File: config.mk
export PLATFORM = sky130hd
export DESIGN_NAME = uart_fc_core
export DESIGN_NICKNAME = d
export VERILOG_FILES = /design/src/rtl/uart_fc_pkg.sv /design/src/rtl/uart_fc_queue.sv /design/src/rtl/uart_fc_tx.sv /design/src/rtl/uart_fc_rx.sv /design/src/rtl/uart_fc_core.sv
export SDC_FILE = /design/constraint.sdc
export NUM_CORES = 1
export LEC_CHECK = 0
export BUFFER_PORTS_ARGS = -buffer_cell sky130_fd_sc_hd__buf_2
export CAP_MARGIN = 40
export CORE_MARGIN = 1
export CORE_UTILIZATION = 35
export DETAILED_ROUTE_END_ITERATION = 7
export GPL_TIMING_DRIVEN = 0
export PLACE_DENSITY = 0.63
export SYNTH_ARGS = -nofsm -noshare
export SYNTH_HDL_FRONTEND = slang
export SYNTH_SLANG_ARGS = --single-unit
File: constraint.sdc
create_clock -name clk -period 4.5 [get_ports clk]
set_clock_uncertainty 0.15 [all_clocks]
set_input_delay 0.675 -clock clk [delete_from_list [all_inputs] [get_ports clk]]
set_output_delay 0.675 -clock clk [all_outputs]
set_load 0.05 [all_outputs]
File: src/rtl/uart_fc_pkg.sv
package uart_fc_pkg;

  typedef enum logic [1:0] {
    LN_IDLE  = 2'd0,
    LN_START = 2'd1,
    LN_DATA  = 2'd2,
    LN_STOP  = 2'd3
  } line_phase_e;

  // Hold-off level: busy when storage is full or reception is switched off.
  function automatic logic busy_level(input logic store_full, input logic rx_enable);
    return store_full | ~rx_enable;
  endfunction

  // Circular index advance for a queue of any depth.
  function automatic int next_index(input int idx, input int depth);
    return (idx + 1 == depth) ? 0 : idx + 1;
  endfunction

endpackage

File: src/rtl/uart_fc_queue.sv
module uart_fc_queue #(
  parameter int DEPTH = 4,
  parameter int WIDTH = 8
) (
  input  logic             clk,
  input  logic             rst_n,
  input  logic             push,
  input  logic [WIDTH-1:0] din,
  input  logic             pop,
  output logic [WIDTH-1:0] dout,
  output logic             full,
  output logic             empty
);
  import uart_fc_pkg::*;

  localparam int AW   = (DEPTH > 1) ? $clog2(DEPTH) : 1;
  localparam int CNTW = $clog2(DEPTH + 1);

  logic [WIDTH-1:0] mem [DEPTH];
  logic [AW-1:0]    wp, rp;
  logic [CNTW-1:0]  cnt;
  logic             do_push, do_pop;

  assign full    = (cnt == CNTW'(DEPTH));
  assign empty   = (cnt == '0);
  assign do_push = push && !full;
  assign do_pop  = pop && !empty;
  assign dout    = mem[rp];

  always_ff @(posedge clk or negedge rst_n) begin
    if (!rst_n) begin
      wp  <= '0;
      rp  <= '0;
      cnt <= '0;
      for (int i = 0; i < DEPTH; i++) mem[i] <= '0;
    end else begin
      if (do_push) begin
        mem[wp] <= din;
        wp      <= AW'(next_index(int'(wp), DEPTH));
      end
      if (do_pop) rp <= AW'(next_index(int'(rp), DEPTH));
      case ({do_push, do_pop})
        2'b10:   cnt <= cnt + 1'b1;
        2'b01:   cnt <= cnt - 1'b1;
        default: cnt <= cnt;
      endcase
    end
  end


  q_count_bound_chk: assert property (@(posedge clk) disable iff (!rst_n)
    cnt <= CNTW'(DEPTH));


  q_no_overflow_chk: assert property (@(posedge clk) disable iff (!rst_n)
    (push && full && !pop) |=> (cnt == $past(cnt)));

endmodule

File: src/rtl/uart_fc_tx.sv
module uart_fc_tx #(
  parameter int CLKS_PER_BIT = 8
) (
  input  logic       clk,
  input  logic       rst_n,
  input  logic       avail,
  input  logic       permit,
  input  logic [7:0] din,
  output logic       take,
  output logic       txd,
  output logic       active
);
  import uart_fc_pkg::*;

  localparam int CW = $clog2(CLKS_PER_BIT + 1);
  localparam logic [CW-1:0] LAST = CW'(CLKS_PER_BIT - 1);

  line_phase_e   phase;
  logic [CW-1:0] cnt;
  logic [2:0]    bitn;
  logic [7:0]    sh;
  logic          txd_q;
  logic          bit_end;

  assign bit_end = (cnt == LAST);
  assign take    = (phase == LN_IDLE) && avail && permit;
  assign txd     = txd_q;
  assign active  = (phase != LN_IDLE);

  always_ff @(posedge clk or negedge rst_n) begin
    if (!rst_n) begin
      phase <= LN_IDLE;
      cnt   <= '0;
      bitn  <= '0;
      sh    <= '0;
      txd_q <= 1'b1;
    end else begin
      case (phase)
        LN_IDLE: begin
          if (take) begin
            sh    <= din;
            txd_q <= 1'b0;
            cnt   <= '0;
            phase <= LN_START;
          end
        end
        LN_START: begin
          if (bit_end) begin
            cnt   <= '0;
            bitn  <= '0;
            txd_q <= sh[0];
            phase <= LN_DATA;
          end else cnt <= cnt + 1'b1;
        end
        LN_DATA: begin
          if (bit_end) begin
            cnt <= '0;
            if (bitn == 3'd7) begin
              txd_q <= 1'b1;
              phase <= LN_STOP;
            end else begin
              sh    <= {1'b0, sh[7:1]};
              txd_q <= sh[1];
              bitn  <= bitn + 1'b1;
            end
          end else cnt <= cnt + 1'b1;
        end
        default: begin
          if (bit_end) begin
            cnt   <= '0;
            phase <= LN_IDLE;
          end else cnt <= cnt + 1'b1;
        end
      endcase
    end
  end


  tx_start_low_chk: assert property (@(posedge clk) disable iff (!rst_n)
    $rose(active) |-> !txd);


  tx_stop_high_chk: assert property (@(posedge clk) disable iff (!rst_n)
    (phase == LN_STOP) |-> txd);

endmodule

File: src/rtl/uart_fc_rx.sv
module uart_fc_rx #(
  parameter int CLKS_PER_BIT = 8
) (
  input  logic       clk,
  input  logic       rst_n,
  input  logic       rxd,
  output logic       byte_ok,
  output logic       frame_bad,
  output logic [7:0] dout
);
  import uart_fc_pkg::*;

  localparam int CW = $clog2(CLKS_PER_BIT + 1);
  localparam logic [CW-1:0] LAST      = CW'(CLKS_PER_BIT - 1);
  localparam logic [CW-1:0] HALF_LAST = CW'(CLKS_PER_BIT / 2 - 1);

  line_phase_e   phase;
  logic [CW-1:0] cnt;
  logic [2:0]    bitn;
  logic [7:0]    sh;
  logic          s1, s2, s3;
  logic          fall;
  logic          ok_q, bad_q;

  assign fall      = s3 && !s2;
  assign byte_ok   = ok_q;
  assign frame_bad = bad_q;
  assign dout      = sh;

  always_ff @(posedge clk or negedge rst_n) begin
    if (!rst_n) begin
      s1    <= 1'b1;
      s2    <= 1'b1;
      s3    <= 1'b1;
      phase <= LN_IDLE;
      cnt   <= '0;
      bitn  <= '0;
      sh    <= '0;
      ok_q  <= 1'b0;
      bad_q <= 1'b0;
    end else begin
      s1    <= rxd;
      s2    <= s1;
      s3    <= s2;
      ok_q  <= 1'b0;
      bad_q <= 1'b0;
      case (phase)
        LN_IDLE: begin
          if (fall) begin
            cnt   <= '0;
            phase <= LN_START;
          end
        end
        LN_START: begin
          if (cnt == HALF_LAST) begin
            cnt   <= '0;
            bitn  <= '0;
            phase <= s2 ? LN_IDLE : LN_DATA;
          end else cnt <= cnt + 1'b1;
        end
        LN_DATA: begin
          if (cnt == LAST) begin
            cnt <= '0;
            sh  <= {s2, sh[7:1]};
            if (bitn == 3'd7) phase <= LN_STOP;
            else bitn <= bitn + 1'b1;
          end else cnt <= cnt + 1'b1;
        end
        default: begin
          if (cnt == LAST) begin
            cnt   <= '0;
            ok_q  <= s2;
            bad_q <= !s2;
            phase <= LN_IDLE;
          end else cnt <= cnt + 1'b1;
        end
      endcase
    end
  end


  rx_result_excl_chk: assert property (@(posedge clk) disable iff (!rst_n)
    $onehot0({ok_q, bad_q}));


  rx_result_pulse_chk: assert property (@(posedge clk) disable iff (!rst_n)
    (ok_q || bad_q) |=> !(ok_q || bad_q));

endmodule

File: src/rtl/uart_fc_core.sv
module uart_fc_core #(
  parameter int CLKS_PER_BIT = 8,
  parameter int QDEPTH       = 4
) (
  input  logic        clk,
  input  logic        rst_n,
  input  logic        rx_en,
  input  logic        cts_en,
  input  logic        fifo_en,
  input  logic        wr_en,
  input  logic [15:0] wr_data,
  input  logic        rd_en,
  output logic [15:0] rd_data,
  output logic        txd,
  input  logic        rxd,
  output logic        hold_off_o,
  input  logic        peer_hold_i,
  output logic        frame_err,
  output logic        tx_active
);
  import uart_fc_pkg::*;

  localparam int BYTE_W = 8;

  // transmit side
  logic              permit, tx_take, tx_avail;
  logic [BYTE_W-1:0] tx_din, txq_dout, pend_byte;
  logic              pend_valid, txq_empty, txq_full_unused;
  wire               unused_upper = ^wr_data[15:8];

  assign permit   = !cts_en || !peer_hold_i;
  assign tx_avail = fifo_en ? !txq_empty : pend_valid;
  assign tx_din   = fifo_en ? txq_dout : pend_byte;

  uart_fc_queue #(.DEPTH(QDEPTH), .WIDTH(BYTE_W)) u_txq (
    .clk   (clk),
    .rst_n (rst_n),
    .push  (wr_en && fifo_en),
    .din   (wr_data[BYTE_W-1:0]),
    .pop   (tx_take && fifo_en),
    .dout  (txq_dout),
    .full  (txq_full_unused),
    .empty (txq_empty)
  );

  always_ff @(posedge clk or negedge rst_n) begin
    if (!rst_n) begin
      pend_byte  <= '0;
      pend_valid <= 1'b0;
    end else if (!fifo_en && tx_take) begin
      pend_valid <= 1'b0;
    end else if (!fifo_en && wr_en && !pend_valid && !tx_active) begin
      pend_byte  <= wr_data[BYTE_W-1:0];
      pend_valid <= 1'b1;
    end
  end

  uart_fc_tx #(.CLKS_PER_BIT(CLKS_PER_BIT)) u_tx (
    .clk    (clk),
    .rst_n  (rst_n),
    .avail  (tx_avail),
    .permit (permit),
    .din    (tx_din),
    .take   (tx_take),
    .txd    (txd),
    .active (tx_active)
  );

  // receive side
  logic              rx_byte_ok, rx_frame_bad;
  logic [BYTE_W-1:0] rx_byte, rxq_dout, hold_byte;
  logic              hold_full, rxq_full, rxq_empty_unused, store_full;
  logic              ferr_q;

  uart_fc_rx #(.CLKS_PER_BIT(CLKS_PER_BIT)) u_rx (
    .clk       (clk),
    .rst_n     (rst_n),
    .rxd       (rxd),
    .byte_ok   (rx_byte_ok),
    .frame_bad (rx_frame_bad),
    .dout      (rx_byte)
  );

  uart_fc_queue #(.DEPTH(QDEPTH), .WIDTH(BYTE_W)) u_rxq (
    .clk   (clk),
    .rst_n (rst_n),
    .push  (rx_byte_ok && fifo_en),
    .din   (rx_byte),
    .pop   (rd_en && fifo_en),
    .dout  (rxq_dout),
    .full  (rxq_full),
    .empty (rxq_empty_unused)
  );

  always_ff @(posedge clk or negedge rst_n) begin
    if (!rst_n) begin
      hold_byte <= '0;
      hold_full <= 1'b0;
      ferr_q    <= 1'b0;
    end else begin
      if (rx_frame_bad) ferr_q <= 1'b1;
      if (!fifo_en && rx_byte_ok && !hold_full) begin
        hold_byte <= rx_byte;
        hold_full <= 1'b1;
      end else if (!fifo_en && rd_en) begin
        hold_full <= 1'b0;
      end
    end
  end

  assign store_full = fifo_en ? rxq_full : hold_full;
  assign hold_off_o = busy_level(store_full, rx_en);
  assign rd_data    = {8'h00, (fifo_en ? rxq_dout : hold_byte)};
  assign frame_err  = ferr_q;


  cts_gate_chk: assert property (@(posedge clk) disable iff (!rst_n)
    (tx_take && cts_en) |-> !peer_hold_i);


  ferr_sticky_chk: assert property (@(posedge clk) disable iff (!rst_n)
    frame_err |=> frame_err);


  full_holds_off_chk: assert property (@(posedge clk) disable iff (!rst_n)
    (!fifo_en && hold_full) |-> hold_off_o);

endmodule

==> results.py, run 1 <==
metrics = {
    "logic_synthesis": {
        "ys_seq_elements": 137,
        "synth_seq_area_share": 0.523,
        "synth_top_cells_by_count": "133 x dfrtp_1, 105 x mux2_2, 25 x inv_1",
        "async_reset_ff_frac": 1.00,
        "synth_top_cell_by_area": "dfrtp_1",
        "synth_edf_count": 0,
        "yosysWarnings": 0,
        "syn_area_per_cell_um2": 13.4,
        "syn_area_um2": 6570,
        "synth_flop_cell": "dfrtp_1",
        "ys_types": 56,
        "yosys-top-cells-area": "dfrtp_1 51%, mux2_2 18%, mux4_2 5.5%",
        "yosysMostFrequentCell": "dfrtp_1",
        "synthCells": 490,
        "synth_top_area_frac": 0.507,
    },
    "power": {
        "p_per_area_nw_per_um2": 492,
        "p_leak_nw": 3.67,
        "peakVddDrop_v": 0.000283,
    },
    "floorplanning": {
        "dieArea_um2": 19300,
        "ios": 45,
        "core-area_um2": 18100,
        "start_util": 0.362,
        "die_y_um": 139,
        "die_w_um": 139,
        "rows": 49,
    },
    "finish": {
        "areaGrowthSynthToFinish_pct": 16.6,
        "nFillCells": 1679,
        "nets": 594,
        "design_area_um2": 7660,
        "num_antenna_cells": 0,
        "drive_above_1_share": 0.382,
    },
    "critical_path": {
        "reg2reg_depth": 11,
        "end_kind": "output pin",
        "reg2reg_from": "u_tx.phase[0]$_DFFE_PN0P_",
        "r2r_setup_slack_ps": 1750,
        "r2r-end": "u_txq.cnt[2]$_DFFE_PN0P_",
        "cp.required_ps": 3670,
        "critPathMaxFanout": 10,
        "cp.arrival_ps": 2580,
        "crit_path_start_kind": "input port",
        "critPathKind": "in2out",
    },
    "run": {
        "drv_cap": 0,
    },
    "placement": {
        "placed_area_um2": 7060,
        "portBuffers": 28,
        "dp_hpwl_um": 8270,
        "globalplace.congestion": 0.782,
    },
    "cts": {
        "cts_buffer_depth": 2,
        "clk_latency_ps": 430,
        "clk_pin_slew_ps": 60,
        "cts-htree-levels": 4,
        "postCtsSetupRepairBufs": 0,
        "cts.sinks": 137,
        "cts_resized": 0,
        "cts_tree": "done",
        "root_buffer": "clkbuf_16",
        "cts_buffers": 17,
        "postCtsHoldBufs": 0,
    },
    "detailed_routing": {
        "avgRoutedWirePerCell_um": 15.6,
        "vias_per_cell": 4.97,
        "wirelength_um": 12300,
        "drc_errors": 0,
        "drtIter0Drc": 195,
        "vias": 3912,
        "dr.pass1.iters": 6,
        "ant_nets": 0,
    },
    "timing": {
        "setup_viol": 0,
        "fin_crit_ps": 3410,
        "worstMarginPinSlew_ps": 882,
        "timing.final.crit_share": 0.757,
        "fmax_ghz": 0.293,
        "finalMaxSlewViolations": 0,
        "rsz0062_at_grt": "no",
        "relSlewSlack": 0.410,
        "hold_violations": 0,
        "tns_ps": 0,
    },
    "grt": {
        "track_usage": 0.140,
        "grt_overflow": 0,
        "grt_max_degree": 78,
        "antenna_found_initial": 0,
        "grt_first_pass_wirelength_um": 20900,
        "grt_pass1_vias": 4141,
    },
    "hold_path": {
        "hold_class": "in2async",
    },
    "outcome": {
        "status": "finished clean",
    },
}
## flip-flops by register name (all words and copies together) (netlist names), 2 cells and up
| register | cells |
|---|---|
| u_txq.rp | 2 |
| hold_byte | 8 |
| u_rxq.wp | 2 |
| u_tx.sh | 8 |
| u_txq.mem | 32 |
| u_tx.bitn | 3 |
| u_rx.cnt | 4 |
| u_rxq.rp | 2 |
| u_rxq.mem | 32 |
| u_tx.cnt | 4 |
| u_rx.bitn | 3 |
| u_rx.dout | 8 |
| u_tx.phase | 2 |
| u_rx.phase | 2 |
| u_txq.wp | 2 |
| u_txq.cnt | 3 |
| pend_byte | 8 |
| u_rxq.cnt | 3 |
## placed cells by master, fill, tap and decap left out, types with 3 or more instances in the layout
master,netlist,routed
dfstp_2,4,4
nand2_1,21,21
and2_1,6,6
nand2b_1,3,3
a22o_1,6,6
ha_1,22,22
buf_4,8,8
buf_1,3,3
a21oi_1,7,7
buf_2,9,36
mux2_2,105,105
nor2b_1,5,5
bufinv_16,0,3
mux4_2,16,16
xnor2_1,3,3
a211oi_1,5,5
mux2_4,4,4
conb_1,1,8
clkbuf_16,0,17
xor2_1,5,5
and3_1,3,3
nand2_2,4,4
mux2i_1,8,8
o21ai_0,16,16
nor2_1,18,18
clkinvlp_4,0,3
inv_1,25,25
o31ai_1,4,4
clkbuf_8,0,3
nand3_1,3,3
clkbuf_1,6,11
dfrtp_1,133,133
nor3_1,4,4
## worst max-delay path, cell delays in order
cell and delay, ps:
buf_2 130, buf_2 290, buf_2 290, buf_1 530, o21ai_0 290, nand2_1 110, buf_2 260
## metrics by stage
step	util	setup WS, ps	total power, mW	hold WS, ps	cells
6_report	0.422	1090	3.77	80.3	787
5_1_grt	0.422	938	3.97	115	787
4_1_cts	0.422	1060	3.80	95.2	787
3_5_place_dp	0.389	1060	2.38	197	755
3_3_place_gp	0.387	793	2.31	196	754
2_1_floorplan	-	1770	2.17	195	497
## where the power goes
part,total [mW],internal (mW),switching (mW)
logic,0.733,0.370,0.363
clock network,1.41,0.914,0.498
registers,1.62,1.47,0.157
total,3.77,2.75,1.02
## cell families after synthesis
group / synth area share
buffers and inverters: 0.0377
AO/OA/AOI/OAI: 0.0552
XOR/XNOR: 0.0107
multiplexers: 0.256
flip-flops: 0.523
other: 0.000571
adder cells (fa/ha/maj): 0.0480
AND/OR/NAND/NOR: 0.0690
## final cells by class
class / count / area, µm² / share of cell area
buffer: 27 / 150 / 0.0196
clock buffer: 25 / 485 / 0.0634
clock inverter: 7 / 118 / 0.0154
inverter: 26 / 97.6 / 0.0127
multi-input combinational: 307 / 2910 / 0.380
sequential: 137 / 3430 / 0.448
tap: 229 / 287 / 0.0374
timing repair buffer: 29 / 174 / 0.0227
## metal layers
metal,GRT usage,vias to the layer above,share of wire
li1,-,1852,-
met1,0.171,1987,0.46
met2,0.232,57,0.49
met3,0.0421,16,0.032
met4,0.0550,0,0.017
met5,0,-,0
## worst max-delay path by stage
stage                                    end     from  slack [ps]  depth (start not counted)
finish                            hold_off_o  fifo_en        1090                          7
global route                      hold_off_o  fifo_en         940                          7
CTS                               hold_off_o  fifo_en        1060                          7
detailed placement                hold_off_o  fifo_en        1060                          7
global placement    hold_byte[3]$_DFFE_PN0P_    rst_n         790                          1
floorplan                         hold_off_o  fifo_en        1770                          5
Note: power is estimated with default switching activity, not from simulation.
==> run 2: changes to the inputs <==
- PLACE_DENSITY: 0.63 -> 0.65
- clock period: 4.5 -> 3.1 ns (I/O delays scaled with it)
==> run 2 against run 1 <==
Effect of this change:
- the flow now finishes with violations (DRC)
- wire length is 1.0% higher
- worst hold slack gained 100 ps
- register-to-register slack got worse by 1400 ps
- final cell count increased by 0.25%
- non-clock buffer count grew 1
- clock-buffer cell count unchanged
- power increased by 46%
- via count is 0.74% higher
- largest cell class unchanged
==> results.py, run 2 (synthesized netlist as in run 1, its figures left out) <==
metrics = {
    "cts": {
        "clk_pin_slew_ps": 60,
        "cts-htree-levels": 4,
        "cts_buffers": 17,
        "root_buffer": "clkbuf_16",
        "cts_tree": "done",
        "cts.sinks": 137,
        "clk_latency_ps": 410,
        "cts_resized": 0,
        "cts_buffer_depth": 2,
    },
    "critical_path": {
        "cp.required_ps": 3280,
        "r2r-end": "u_txq.cnt[2]$_DFFE_PN0P_",
        "crit_path_start_kind": "input port",
        "critPathKind": "in2reg",
        "timing.critical_path.mode_cell": "buf_2",
        "slowest_stage": "buf_2",
        "max_stage_delay_ps": 470,
        "reg2reg_from": "u_tx.phase[0]$_DFFE_PN0P_",
        "end_kind": "flop",
        "cp.arrival_ps": 3000,
        "setup.worst_path.end": "u_rxq.cnt[2]$_DFFE_PN0P_",
        "reg2reg_depth": 11,
        "path_buf_inv": 5,
        "critPathTopFamily": "buffers and inverters",
        "crit_cells": 11,
        "crit_start": "fifo_en",
        "r2r_setup_slack_ps": 310,
        "critPathMaxFanout": 19,
        "worstPathCellList": "buf_2 > buf_2 > buf_2 > o311ai_0 > inv_1 > ha_1 > inv_1 > fa_1 > xor2_1 > nor2_1 > xor2_1",
    },
    "detailed_routing": {
        "vias": 3941,
        "dr.pass1.iters": 8,
        "avgRoutedWirePerCell_um": 15.7,
        "ant_nets": 0,
        "drtIter0Drc": 195,
        "vias_per_cell": 4.99,
        "drc_errors": 2,
        "wirelength_um": 12400,
    },
    "floorplanning": {
        "dieArea_um2": 19300,
        "die_y_um": 139,
        "die_w_um": 139,
        "ios": 45,
        "start_util": 0.362,
        "core-area_um2": 18100,
        "rows": 49,
    },
    "timing": {
        "timing.final.crit_share": 0.910,
        "worst_slack_ps": 280,
        "rsz0062_at_grt": "no",
        "finalMaxSlewViolations": 0,
        "worstMarginPinSlew_ps": 872,
        "fin_crit_ps": 2820,
        "setup_viol": 0,
        "relSlewSlack": 0.416,
        "tns_ps": 0,
        "fmax_ghz": 0.355,
        "hold_violations": 0,
        "whs_ps": 185,
    },
    "finish": {
        "final_common_cell": "dfrtp_1",
        "areaGrowthSynthToFinish_pct": 17.1,
        "seq_area_um2": 3430,
        "drive_above_1_share": 0.385,
        "fin_cells": 789,
        "nFillCells": 1686,
        "nets": 595,
        "mostFrequentLayoutCells": "133 x dfrtp_1, 105 x mux2_2, 36 x buf_2, 25 x inv_1, 22 x ha_1",
        "final_util": 0.424,
        "multi_input_area_um2": 2910,
        "reg_top3": "u_rxq.mem: 32 flops, u_txq.mem: 32 flops",
        "design_area_um2": 7690,
    },
    "grt": {
        "grt_pass1_vias": 4250,
        "antenna_found_initial": 2,
        "grt_first_pass_wirelength_um": 21300,
        "grt_overflow": 0,
        "grt_max_degree": 96,
        "track_usage": 0.142,
    },
    "hold_path": {
        "hp-start": "wr_data[5]",
        "hold_depth": 2,
        "hold_class": "in2reg",
    },
    "outcome": {
        "status": "finished with violations",
        "violations": "DRC",
    },
    "placement": {
        "globalplace.congestion": 0.772,
        "place_inst": 756,
        "placed_area_um2": 7070,
        "portBuffers": 28,
        "dp_hpwl_um": 8570,
        "pre_cts_ws_ps": 20.8,
    },
    "power": {
        "p_total_mw": 5.50,
        "p_per_area_nw_per_um2": 715,
        "peakVddDrop_v": 0.000408,
        "p_leak_nw": 3.69,
    },
    "run": {
        "drv_cap": 0,
    },
}
-- run 2: worst min-delay path by stage --
stage | end | slack, ps
CTS | u_txq.mem[28]$_DFFE_PN0P_ | 160
detailed placement | u_rx.s2$_DFF_PN1_ | 200
global placement | u_rx.s2$_DFF_PN1_ | 200
global route | u_txq.mem[28]$_DFFE_PN0P_ | 170
finish | pend_byte[5]$_DFFE_PN0P_ | 180
floorplan | frame_err$_DFFE_PN0P_ | 20
-- run 2: timing repair --
item,CTS,global route
hold endpoints to repair,42,0
buffers inserted,0,0
hold buffers,2,0
endpoints found under the setup margin,0,3
-- run 2: area by class of cell --
cell class	count	area share
Tap cell	229	0.0372
Buffer	25	0.0185
Sequential cell	137	0.446
Clock buffer	25	0.0644
Inverter	26	0.0127
Clock inverter	7	0.0151
Antenna cell	1	0.000325
Multi-Input combinational cell	307	0.379
Timing Repair Buffer	32	0.0267
-- run 2: worst reg2reg max path, delay by kind of cell, from the launching register on --
| kind | cells | cell delay (ps) |
|---|---|---|
| buf+inv | 3 | 380 |
| simple gates | 3 | 640 |
| fa+ha+maj | 3 | 860 |
| flops | 1 | 400 |
| xor+xnor | 2 | 300 |
-- run 2: per-layer routing --
metal / wire [µm] / track usage
met1: 5340 / 0.169
met2: 6380 / 0.238
met3: 441 / 0.0445
met4: 212 / 0.0591
met5: 8 / 0
-- run 2: power by group --
part           switching [mW]  internal (mW)
Sequential              0.242           2.13
Combinational           0.513          0.548
Clock                   0.718           1.35
Total                    1.47           4.03
==> run 3: changes to the inputs <==
- BUFFER_PORTS_ARGS: -buffer_cell sky130_fd_sc_hd__buf_2 -> -buffer_cell sky130_fd_sc_hd__buf_4
- CTS_BUF_LIST: default -> sky130_fd_sc_hd__clkbuf_16
==> run 3 against run 2 <==
Effect of this change:
- the flow now finishes without violations
- clock power about the same
- wire length increased by 0.81%
- critical path depth decreased by 5
- worst hold slack got worse by 21 ps
- setup slack got worse by 120 ps
- clock-buffer cell count decreased by 8
- via count increased by 0.36%
- sequential power about the same
- combinational power increased by 4%
==> results.py, run 3 (synthesized netlist as in run 1, its figures left out) <==
metrics = {
    "cts": {
        "cts_resized": 0,
        "cts_buffers": 17,
        "cts-htree-levels": 4,
        "cts.sinks": 137,
        "postCtsSetupRepairBufs": 0,
        "clk_latency_ps": 420,
        "cts_buffer_depth": 2,
        "cts_tree": "done",
        "root_buffer": "clkbuf_16",
        "clk_pin_slew_ps": 60,
    },
    "power": {
        "p_total_mw": 5.48,
        "p_leak_nw": 3.70,
        "p_per_area_nw_per_um2": 707,
        "peakVddDrop_v": 0.000458,
    },
    "detailed_routing": {
        "drtIter0Drc": 129,
        "vias": 3955,
        "ant_nets": 0,
        "vias_per_cell": 5.01,
        "avgRoutedWirePerCell_um": 15.8,
        "dr.pass1.iters": 6,
        "wirelength_um": 12500,
        "drc_errors": 0,
    },
    "hold_path": {
        "hold_class": "in2reg",
        "hp-start": "wr_data[3]",
        "whs_endpoint": "u_txq.mem[27]$_DFFE_PN0P_",
        "hold_depth": 2,
    },
    "timing": {
        "timing.final.crit_share": 0.947,
        "relSlewSlack": 0.480,
        "worstMarginPinSlew_ps": 776,
        "rsz0062_at_grt": "no",
        "finalMaxSlewViolations": 0,
        "whs_ps": 163,
        "hold_violations": 0,
        "fin_crit_ps": 2940,
        "tns_ps": 0,
        "fmax_ghz": 0.340,
        "setup_viol": 0,
    },
    "placement": {
        "globalplace.congestion": 0.748,
        "place_inst": 756,
        "portBuffers": 28,
        "dp_hpwl_um": 8650,
    },
    "finish": {
        "reg_top3": "u_rxq.mem: 32 flops, u_txq.mem: 32 flops",
        "mostFrequentLayoutCells": "133 x dfrtp_1, 105 x mux2_2, 35 x buf_4, 25 x inv_1, 22 x ha_1",
        "nets": 597,
        "final_common_cell": "dfrtp_1",
        "areaGrowthSynthToFinish_pct": 18.1,
        "fin_cells": 790,
        "final_util": 0.427,
        "drive_above_1_share": 0.387,
        "num_antenna_cells": 0,
    },
    "critical_path": {
        "r2r-end": "u_txq.cnt[2]$_DFFE_PN0P_",
        "cp.required_ps": 2480,
        "reg2reg_from": "u_tx.phase[0]$_DFFE_PN0P_",
        "end_kind": "output pin",
        "critPathKind": "in2out",
        "reg2reg_depth": 11,
        "cp.arrival_ps": 2320,
        "r2r_setup_slack_ps": 320,
        "critPathMaxFanout": 10,
        "crit_path_start_kind": "input port",
    },
    "floorplanning": {
        "die_y_um": 139,
        "core-area_um2": 18100,
        "dieArea_um2": 19300,
        "rows": 49,
        "start_util": 0.362,
        "ios": 45,
        "die_w_um": 139,
    },
    "grt": {
        "grt_overflow": 0,
        "antenna_found_initial": 0,
        "grt_pass1_vias": 4297,
        "grt_first_pass_wirelength_um": 21400,
        "grt_max_degree": 84,
        "track_usage": 0.142,
    },
    "run": {
        "drv_cap": 0,
    },
    "outcome": {
        "status": "finished clean",
    },
}
-- run 3: worst max path at each step --
stage | start | to
floorplan | u_rxq.cnt[1]$_DFFE_PN0P_ | u_rxq.cnt[2]$_DFFE_PN0P_
global placement | fifo_en | rd_data[7]
detailed placement | fifo_en | rd_data[7]
CTS | fifo_en | rd_data[7]
global route | fifo_en | hold_off_o
finish | fifo_en | rd_data[7]
-- run 3: report_power, final --
| part | leakage, nW | total, mW | internal (mW) | switching, mW |
|---|---|---|---|---|
| sequential | 1.78 | 2.35 | 2.13 | 0.221 |
| combinational | 1.63 | 1.10 | 0.560 | 0.535 |
| clock | 0.285 | 2.04 | 1.26 | 0.774 |
-- run 3: final cells by class --
| type | instances | area (µm²) |
|---|---|---|
| Multi-Input combinational cell | 307 | 2910 |
| Tap cell | 229 | 287 |
| Fill cell | 1659 | 10400 |
| Timing Repair Buffer | 32 | 273 |
| Sequential cell | 137 | 3430 |
| Clock buffer | 17 | 425 |
| Inverter | 26 | 97.6 |
| Clock inverter | 15 | 178 |
| Buffer | 27 | 150 |
-- run 3: layer usage --
layer | vias to the layer above | global-route usage | routed length, µm
met5 | - | 0 | 0
met4 | 0 | 0.0678 | 274
met3 | 23 | 0.0321 | 323
met2 | 65 | 0.239 | 6270
met1 | 2006 | 0.173 | 5610
li1 | 1861 | - | -
-- run 3: through the flow --
step	area [µm²]	setup WS, ps
floorplan	6600	613
global placement	7090	133
detailed placement	7130	130
CTS	7760	126
global route	7760	37.0
finish	7760	163
-- run 3: what timing repair did --
| item | in CTS | in global routing |
|---|---|---|
| setup endpoints to repair | 0 | 0 |
| hold endpoints to repair | 54 | 0 |
| hold buffers | 2 | 0 |
-- run 3: critical path: stages --
cell	delay [ps]
buf_4	110
buf_2	270
buf_2	290
buf_1	540
mux2_2	440
buf_4	200
